<file path="config.mk">
export PLATFORM = sky130hd
export DESIGN_NAME = rm_agen
export DESIGN_NICKNAME = d
export VERILOG_FILES = /design/src/rtl/rm_agen_pkg.sv /design/src/rtl/rm_offset_calc.sv /design/src/rtl/rm_reloc.sv /design/src/rtl/rm_agen.sv
export SDC_FILE = /design/constraint.sdc
export NUM_CORES = 1
export LEC_CHECK = 0
export ABC_CLOCK_PERIOD_IN_PS = 7800
export CORE_MARGIN = 10
export CORE_UTILIZATION = 45
export CTS_CLUSTER_DIAMETER = 150
export DETAILED_ROUTE_END_ITERATION = 10
export PLACE_DENSITY = 0.91
export SLEW_MARGIN = 10
export SYNTH_ARGS = -nofsm -noshare
export SYNTH_HDL_FRONTEND = slang
export SYNTH_SLANG_ARGS = --single-unit
export TNS_END_PERCENT = 100
</file>
<file path="constraint.sdc">
create_clock -name clk -period 7.8 [get_ports clk]
set_input_delay 0.78 -clock clk [delete_from_list [all_inputs] [get_ports clk]]
set_output_delay 0.78 -clock clk [all_outputs]
set_load 0.005 [all_outputs]
</file>
<file path="src/rtl/rm_agen_pkg.sv">
package rm_agen_pkg;

    localparam int SEG_W   = 16;
    localparam int OFF_W   = 16;
    localparam int SHIFT   = 4;
    localparam int ADDR_W  = SEG_W + SHIFT + 1;
    localparam int WRAP_BIT = ADDR_W - 1;
    localparam int DISP8_W = 8;

    typedef enum logic [1:0] {
        BASE_NONE = 2'd0,
        BASE_BX   = 2'd1,
        BASE_BP   = 2'd2,
        BASE_RSVD = 2'd3
    } base_sel_e;

    typedef enum logic [1:0] {
        IDX_NONE = 2'd0,
        IDX_SI   = 2'd1,
        IDX_DI   = 2'd2,
        IDX_RSVD = 2'd3
    } idx_sel_e;

    typedef enum logic [1:0] {
        DISP_NONE = 2'd0,
        DISP_8    = 2'd1,
        DISP_16   = 2'd2,
        DISP_RSVD = 2'd3
    } disp_mode_e;

    typedef struct packed {
        logic [OFF_W-1:0] bx;
        logic [OFF_W-1:0] bp;
        logic [OFF_W-1:0] si;
        logic [OFF_W-1:0] di;
    } ptr_regs_t;

    typedef struct packed {
        base_sel_e        base;
        idx_sel_e         idx;
        disp_mode_e       dmode;
        logic [OFF_W-1:0] disp;
    } ea_req_t;

    function automatic logic [OFF_W-1:0] sext_disp8(input logic [DISP8_W-1:0] d);
        return {{(OFF_W-DISP8_W){d[DISP8_W-1]}}, d};
    endfunction

endpackage

</file>
<file path="src/rtl/rm_offset_calc.sv">
module rm_offset_calc
    import rm_agen_pkg::*;
(
    input  ea_req_t          req,
    input  ptr_regs_t        regs,
    output logic [OFF_W-1:0] offset
);
    logic [OFF_W-1:0] base_term;
    logic [OFF_W-1:0] idx_term;
    logic [OFF_W-1:0] disp_term;

    always_comb begin
        unique case (req.base)
            BASE_BX: base_term = regs.bx;
            BASE_BP: base_term = regs.bp;
            default: base_term = '0;
        endcase
    end

    always_comb begin
        unique case (req.idx)
            IDX_SI:  idx_term = regs.si;
            IDX_DI:  idx_term = regs.di;
            default: idx_term = '0;
        endcase
    end

    always_comb begin
        unique case (req.dmode)
            DISP_8:  disp_term = sext_disp8(req.disp[DISP8_W-1:0]);
            DISP_16: disp_term = req.disp;
            default: disp_term = '0;
        endcase
    end

    // Offset wraps at 2^OFF_W: the carry out of the top bit is dropped.
    always_comb offset = base_term + idx_term + disp_term;

endmodule

</file>
<file path="src/rtl/rm_reloc.sv">
module rm_reloc
    import rm_agen_pkg::*;
(
    input  logic [SEG_W-1:0]  seg,
    input  logic [OFF_W-1:0]  offset,
    input  logic              a20_en,
    output logic [ADDR_W-1:0] phys
);
    logic [ADDR_W-1:0] seg_base;
    logic [ADDR_W-1:0] off_ext;
    logic [ADDR_W-1:0] sum;

    always_comb begin
        seg_base = {{(ADDR_W-SEG_W-SHIFT){1'b0}}, seg, {SHIFT{1'b0}}};
        off_ext  = {{(ADDR_W-OFF_W){1'b0}}, offset};
        sum      = seg_base + off_ext;
        phys     = sum;
        if (!a20_en) phys[WRAP_BIT] = 1'b0;
    end

endmodule

</file>
<file path="src/rtl/rm_agen.sv">
module rm_agen
    import rm_agen_pkg::*;
(
    input  logic                    clk,
    input  logic                    rst,
    input  logic                    req_valid,
    input  logic [1:0]              base_sel,
    input  logic [1:0]              idx_sel,
    input  logic [1:0]              disp_mode,
    input  logic [15:0]             disp,
    input  logic [15:0]             reg_bx,
    input  logic [15:0]             reg_bp,
    input  logic [15:0]             reg_si,
    input  logic [15:0]             reg_di,
    input  logic [15:0]             seg,
    input  logic                    a20_en,
    output logic                    out_valid,
    output logic [20:0]             out_addr
);
    ea_req_t           req;
    ptr_regs_t         regs;
    logic [OFF_W-1:0]  offset;
    logic [ADDR_W-1:0] phys;

    always_comb begin
        req.base  = base_sel_e'(base_sel);
        req.idx   = idx_sel_e'(idx_sel);
        req.dmode = disp_mode_e'(disp_mode);
        req.disp  = disp;
        regs.bx   = reg_bx;
        regs.bp   = reg_bp;
        regs.si   = reg_si;
        regs.di   = reg_di;
    end

    rm_offset_calc u_off (
        .req    (req),
        .regs   (regs),
        .offset (offset)
    );

    rm_reloc u_reloc (
        .seg    (seg),
        .offset (offset),
        .a20_en (a20_en),
        .phys   (phys)
    );

    always_ff @(posedge clk) begin
        if (rst) begin
            out_valid <= 1'b0;
            out_addr  <= '0;
        end else begin
            out_valid <= req_valid;
            if (req_valid) out_addr <= phys;
        end
    end

endmodule

</file>
==> report_table.html <==
<table>
<tr><th>Metric</th><th>Value</th></tr>
<tr><th colspan="2">Routing</th></tr>
<tr><td>Wire length reported by the detailed router</td><td>9.474 mm</td></tr>
<tr><td>Wire per inst</td><td>15.43 um</td></tr>
<tr><td>Number of DRC violations after detailed-routing iteration 0</td><td>149</td></tr>
<tr><td>Antenna-violating nets left</td><td>0</td></tr>
<tr><td>DRC violations left</td><td>0</td></tr>
<tr><td>Vias</td><td>3274</td></tr>
<tr><td>DR pass1 iterations</td><td>4</td></tr>
<tr><td>Per-cell via count in the routed design</td><td>5.332</td></tr>
<tr><th colspan="2">Synthesis</th></tr>
<tr><td>Count of yosys warnings during synthesis</td><td>0</td></tr>
<tr><td>Number of cells produced by synthesis</td><td>404</td></tr>
<tr><td>Synth Cell Area</td><td>3139 um^2</td></tr>
<tr><td>Main area contributors after synthesis</td><td>dfxtp_1, ha_1, fa_1</td></tr>
<tr><td>Portion of synthesized cell area occupied by the leading cell type</td><td>14.03%</td></tr>
<tr><td>Register area share after synthesis</td><td>14.03%</td></tr>
<tr><td>Library cells used by synthesis</td><td>49</td></tr>
<tr><td>Cell type with the highest aggregate area in the netlist</td><td>dfxtp_1</td></tr>
<tr><td>Primary FF master, synth</td><td>dfxtp_1</td></tr>
<tr><td>Count of flip-flops with a built-in enable after synthesis</td><td>0</td></tr>
<tr><td>Flops &amp; latches, synth</td><td>22</td></tr>
<tr><td>Synth Area per Inst</td><td>7.770 um^2</td></tr>
<tr><td>Share of synthesized registers carrying an async set or reset</td><td>0%</td></tr>
<tr><td>Net Count, Synth</td><td>560</td></tr>
<tr><th colspan="2">Floorplanning</th></tr>
<tr><td>Initial core utilization</td><td>46.21%</td></tr>
<tr><td>DIE AREA</td><td>10720 um^2</td></tr>
<tr><td>Horizontal extent of the die</td><td>103.5 um</td></tr>
<tr><td>Number of placement rows</td><td>30</td></tr>
<tr><td>Total I/O pin count</td><td>128</td></tr>
<tr><td>Total core area</td><td>6794 um^2</td></tr>
<tr><td>Vertical die dimension</td><td>103.5 um</td></tr>
<tr><th colspan="2">STA</th></tr>
<tr><td>Highest clock rate</td><td>161.7 MHz</td></tr>
<tr><td>Slew Viols, Final</td><td>0</td></tr>
<tr><td>Period utilisation layout</td><td>79.26%</td></tr>
<tr><td>Slew HR</td><td>40.52%</td></tr>
<tr><td>Unrepaired setup endpoints after global routing</td><td>false</td></tr>
<tr><td>Worst clock skew on the final layout</td><td>0 ns</td></tr>
<tr><td>Setup violations, final</td><td>0</td></tr>
<tr><td>Aggregate negative setup slack</td><td>0 ns</td></tr>
<tr><td>Hold Fails Final Rpt</td><td>0</td></tr>
<tr><td>Shortest period the worst path allows</td><td>6.183 ns</td></tr>
<tr><td>Worst-Margin Slew</td><td>0.8894 ns</td></tr>
<tr><th colspan="2">Power and ir drop</th></tr>
<tr><td>Combinational fraction of design power</td><td>63.7%</td></tr>
<tr><td>Leakage power of the design</td><td>0.002004 uW</td></tr>
<tr><td>P per Cell Area</td><td>127.0 nW/um^2</td></tr>
<tr><td>Sequential cell fraction of total power</td><td>24.1%</td></tr>
<tr><td>Worst IR Drop VDD</td><td>0.06326 mV</td></tr>
<tr><td>Switching power as a share of total power</td><td>38.07%</td></tr>
<tr><td>Internal power</td><td>354.8 uW</td></tr>
<tr><td>Clock network power share</td><td>12.2%</td></tr>
<tr><td>Net Sw Power</td><td>218.2 uW</td></tr>
<tr><th colspan="2">GRT</th></tr>
<tr><td>Pin count of the biggest net entering global routing</td><td>24</td></tr>
<tr><td>Initial antenna violation count</td><td>0</td></tr>
<tr><td>Number of global-route vias before repair</td><td>3512</td></tr>
<tr><td>Total routing resource utilization after global routing</td><td>17.07%</td></tr>
<tr><td>Wire length of the first global-routing pass</td><td>15.99 mm</td></tr>
<tr><td>Total congestion overflow</td><td>0</td></tr>
<tr><th colspan="2">Setup path</th></tr>
<tr><td>Worst Path Class, Setup</td><td>in -&gt; reg</td></tr>
<tr><td>R2R depth</td><td>2</td></tr>
<tr><td>Capturing element type of the critical path</td><td>flop</td></tr>
<tr><td>Largest fanout on the critical path</td><td>9</td></tr>
<tr><td>Type of element launching the critical path</td><td>input pin</td></tr>
<tr><td>Arrival time worst endpoint</td><td>6.33 ns</td></tr>
<tr><td>Data required time at the worst endpoint</td><td>7.95 ns</td></tr>
<tr><th colspan="2">Clocking</th></tr>
<tr><td>CTS H-Tree Depth</td><td>1</td></tr>
<tr><td>Setup Buffers After CTS</td><td>0</td></tr>
<tr><td>Clock edge transition at the registers on the reported setup and hold paths</td><td>0.07 ns</td></tr>
<tr><td>Master cell of the clock root buffer</td><td>clkbuf_8</td></tr>
<tr><td>Buffers from clock root to sink, at most</td><td>2</td></tr>
<tr><td>CTS tree</td><td>built</td></tr>
<tr><td>Clock Sink Count</td><td>22</td></tr>
<tr><td>Gates resized, CTS repair</td><td>0</td></tr>
<tr><td>Number of buffers inserted during clock tree synthesis</td><td>3</td></tr>
<tr><td>Skew-Pair Late Insertion Delay</td><td>0.26 ns</td></tr>
<tr><td>Hold Buf Count CTS</td><td>0</td></tr>
<tr><th colspan="2">Finish</th></tr>
<tr><td>Area Growth Syn to Fin</td><td>43.72%</td></tr>
<tr><td>Fraction of final layout cells with drive strength greater than 1</td><td>7.722%</td></tr>
<tr><td>Count of inserted antenna diode cells</td><td>0</td></tr>
<tr><td>Post-route non-filler standard cell count</td><td>614</td></tr>
<tr><td>Number of nets in the finished design</td><td>676</td></tr>
<tr><td>Count of filler cells inserted in the layout</td><td>573</td></tr>
<tr><th colspan="2">Worst hold path</th></tr>
<tr><td>Worst min-delay path category</td><td>reg -&gt; reg</td></tr>
<tr><td>Hold Crit Depth</td><td>2</td></tr>
<tr><th colspan="2">Placement</th></tr>
<tr><td>Placer's final routability congestion estimate</td><td>0.8827</td></tr>
<tr><td>Placed wire-length estimate</td><td>8.414 mm</td></tr>
<tr><td>Number of placed instances, taps included</td><td>611</td></tr>
<tr><td>Number of buffer cells added on primary ports</td><td>127</td></tr>
<tr><th colspan="2">Job</th></tr>
<tr><td>Total of max-cap violations</td><td>0</td></tr>
<tr><th colspan="2">Outcome</th></tr>
<tr><td>Outcome</td><td>complete, no violations</td></tr>
</table>
==> flip-flops by register name (all words and copies together), names as in the netlist <==
signal / count
out_valid: 1
out_addr: 21
==> metrics by stage <==
stage	area [um^2]	hold WS, ns	utilization [%]	power, uW	setup WS (ns)
after floorplan	3139	0.4487	-	363.4	2.264
after global placement	4471	0.4454	65.80	488.7	1.528
after detailed placement	4471	0.4526	65.80	504.1	1.364
after CTS	4512	0.4700	66.41	574.8	1.622
after global routing	4512	0.4958	66.41	620.3	1.146
final	4512	0.4656	66.41	573.0	1.618
==> critical path: stages <==
cell	delay [ns]
clkdlybuf4s50_1	0.48
inv_1	0.05
ha_1	0.39
nor2_1	0.47
nand2_1	0.16
fa_1	0.55
inv_1	0.04
ha_1	0.23
fa_1	0.42
a21o_1	0.19
nand4_1	0.10
a311oi_1	0.11
a2111oi_2	0.55
mux2i_1	0.26
o211a_1	0.16
ha_1	0.29
a21oi_1	0.16
o21ai_0	0.11
or3_1	0.31
o21ai_1	0.27
xnor2_1	0.15
o21ai_0	0.08
==> power by group through the flow <==
| stage | clock (uW) | sequential, uW | combinational (uW) |
|---|---|---|---|
| finish | 69.8 | 138 | 365 |
| global placement | 0 | 140 | 349 |
| floorplan | 0 | 142 | 222 |
| CTS | 71.1 | 138 | 365 |
| global route | 73.1 | 140 | 407 |
| detailed placement | 0 | 141 | 363 |
==> Yosys cell counts (3+ instances only) <==
master,count
o21a_1,3
a21oi_1,17
xor2_1,3
fa_1,17
nand2_1,36
nor2_1,32
a22oi_1,32
and3_1,3
clkbuf_1,14
a21o_1,15
dfxtp_1,22
nand3_1,9
or2_2,29
mux2i_1,8
inv_1,43
nand2b_1,3
ha_1,33
nand4_1,3
o21ai_0,15
xnor2_1,20
a211oi_1,9
==> routing by layer <==
metal  share of wire [%]  vias up  global-route usage (%)
li1                    -     1650                       -
met1                  44     1504                   19.42
met2                  48      109                   30.50
met3                 7.2       11                   4.957
met4                 1.2        0                   3.831
met5                   0        -                       0
==> cells by family (layout without fill, tap and decap cells) <==
logic type	count (synthesis)	after routing	share of synthesized area [%]
and+or+nand+nor	126	126	19.65
AOI/OAI and AO/OA	116	116	26.31
buffers and inverters	59	173	7.055
adders and majority gates	50	50	23.99
xor gates and xnor gates	23	23	6.417
DFF	22	22	14.03
muxes	8	8	2.551
==> layout by cell type (no fill, tap or decap), types with 8 or more instances in the layout <==
cell,n
nand2_1,36
clkdlybuf4s50_1,127
xnor2_1,20
ha_1,33
a22oi_1,32
o21ai_0,15
a21o_1,15
nor2_1,32
nand3_1,9
or2_2,29
dfxtp_1,22
mux2i_1,8
inv_1,43
a211oi_1,9
a21oi_1,17
fa_1,17
==> final cells by class <==
class                   instances  area [um^2]  share of cell area [%]
flip-flops and latches         22        440.4                   9.761
multi-input cells             323         2477                   54.91
inverters                      43        161.4                   3.577
repair buffers                127         1271                   28.18
well taps                      96        120.1                   2.662
clock buffers                   3        41.29                  0.9151
==> path summary, 6_finish.rpt <==
path,from,endpoint,slack (ns)
worst max-delay path,disp_mode[0],out_addr[16],1.62
worst min-delay path,out_addr[16],out_addr[16],0.47
worst max register to register,out_addr[19],out_addr[19],7.07
worst min register to register,out_addr[16],out_addr[16],0.47
Power figures use the tool's default switching activity.
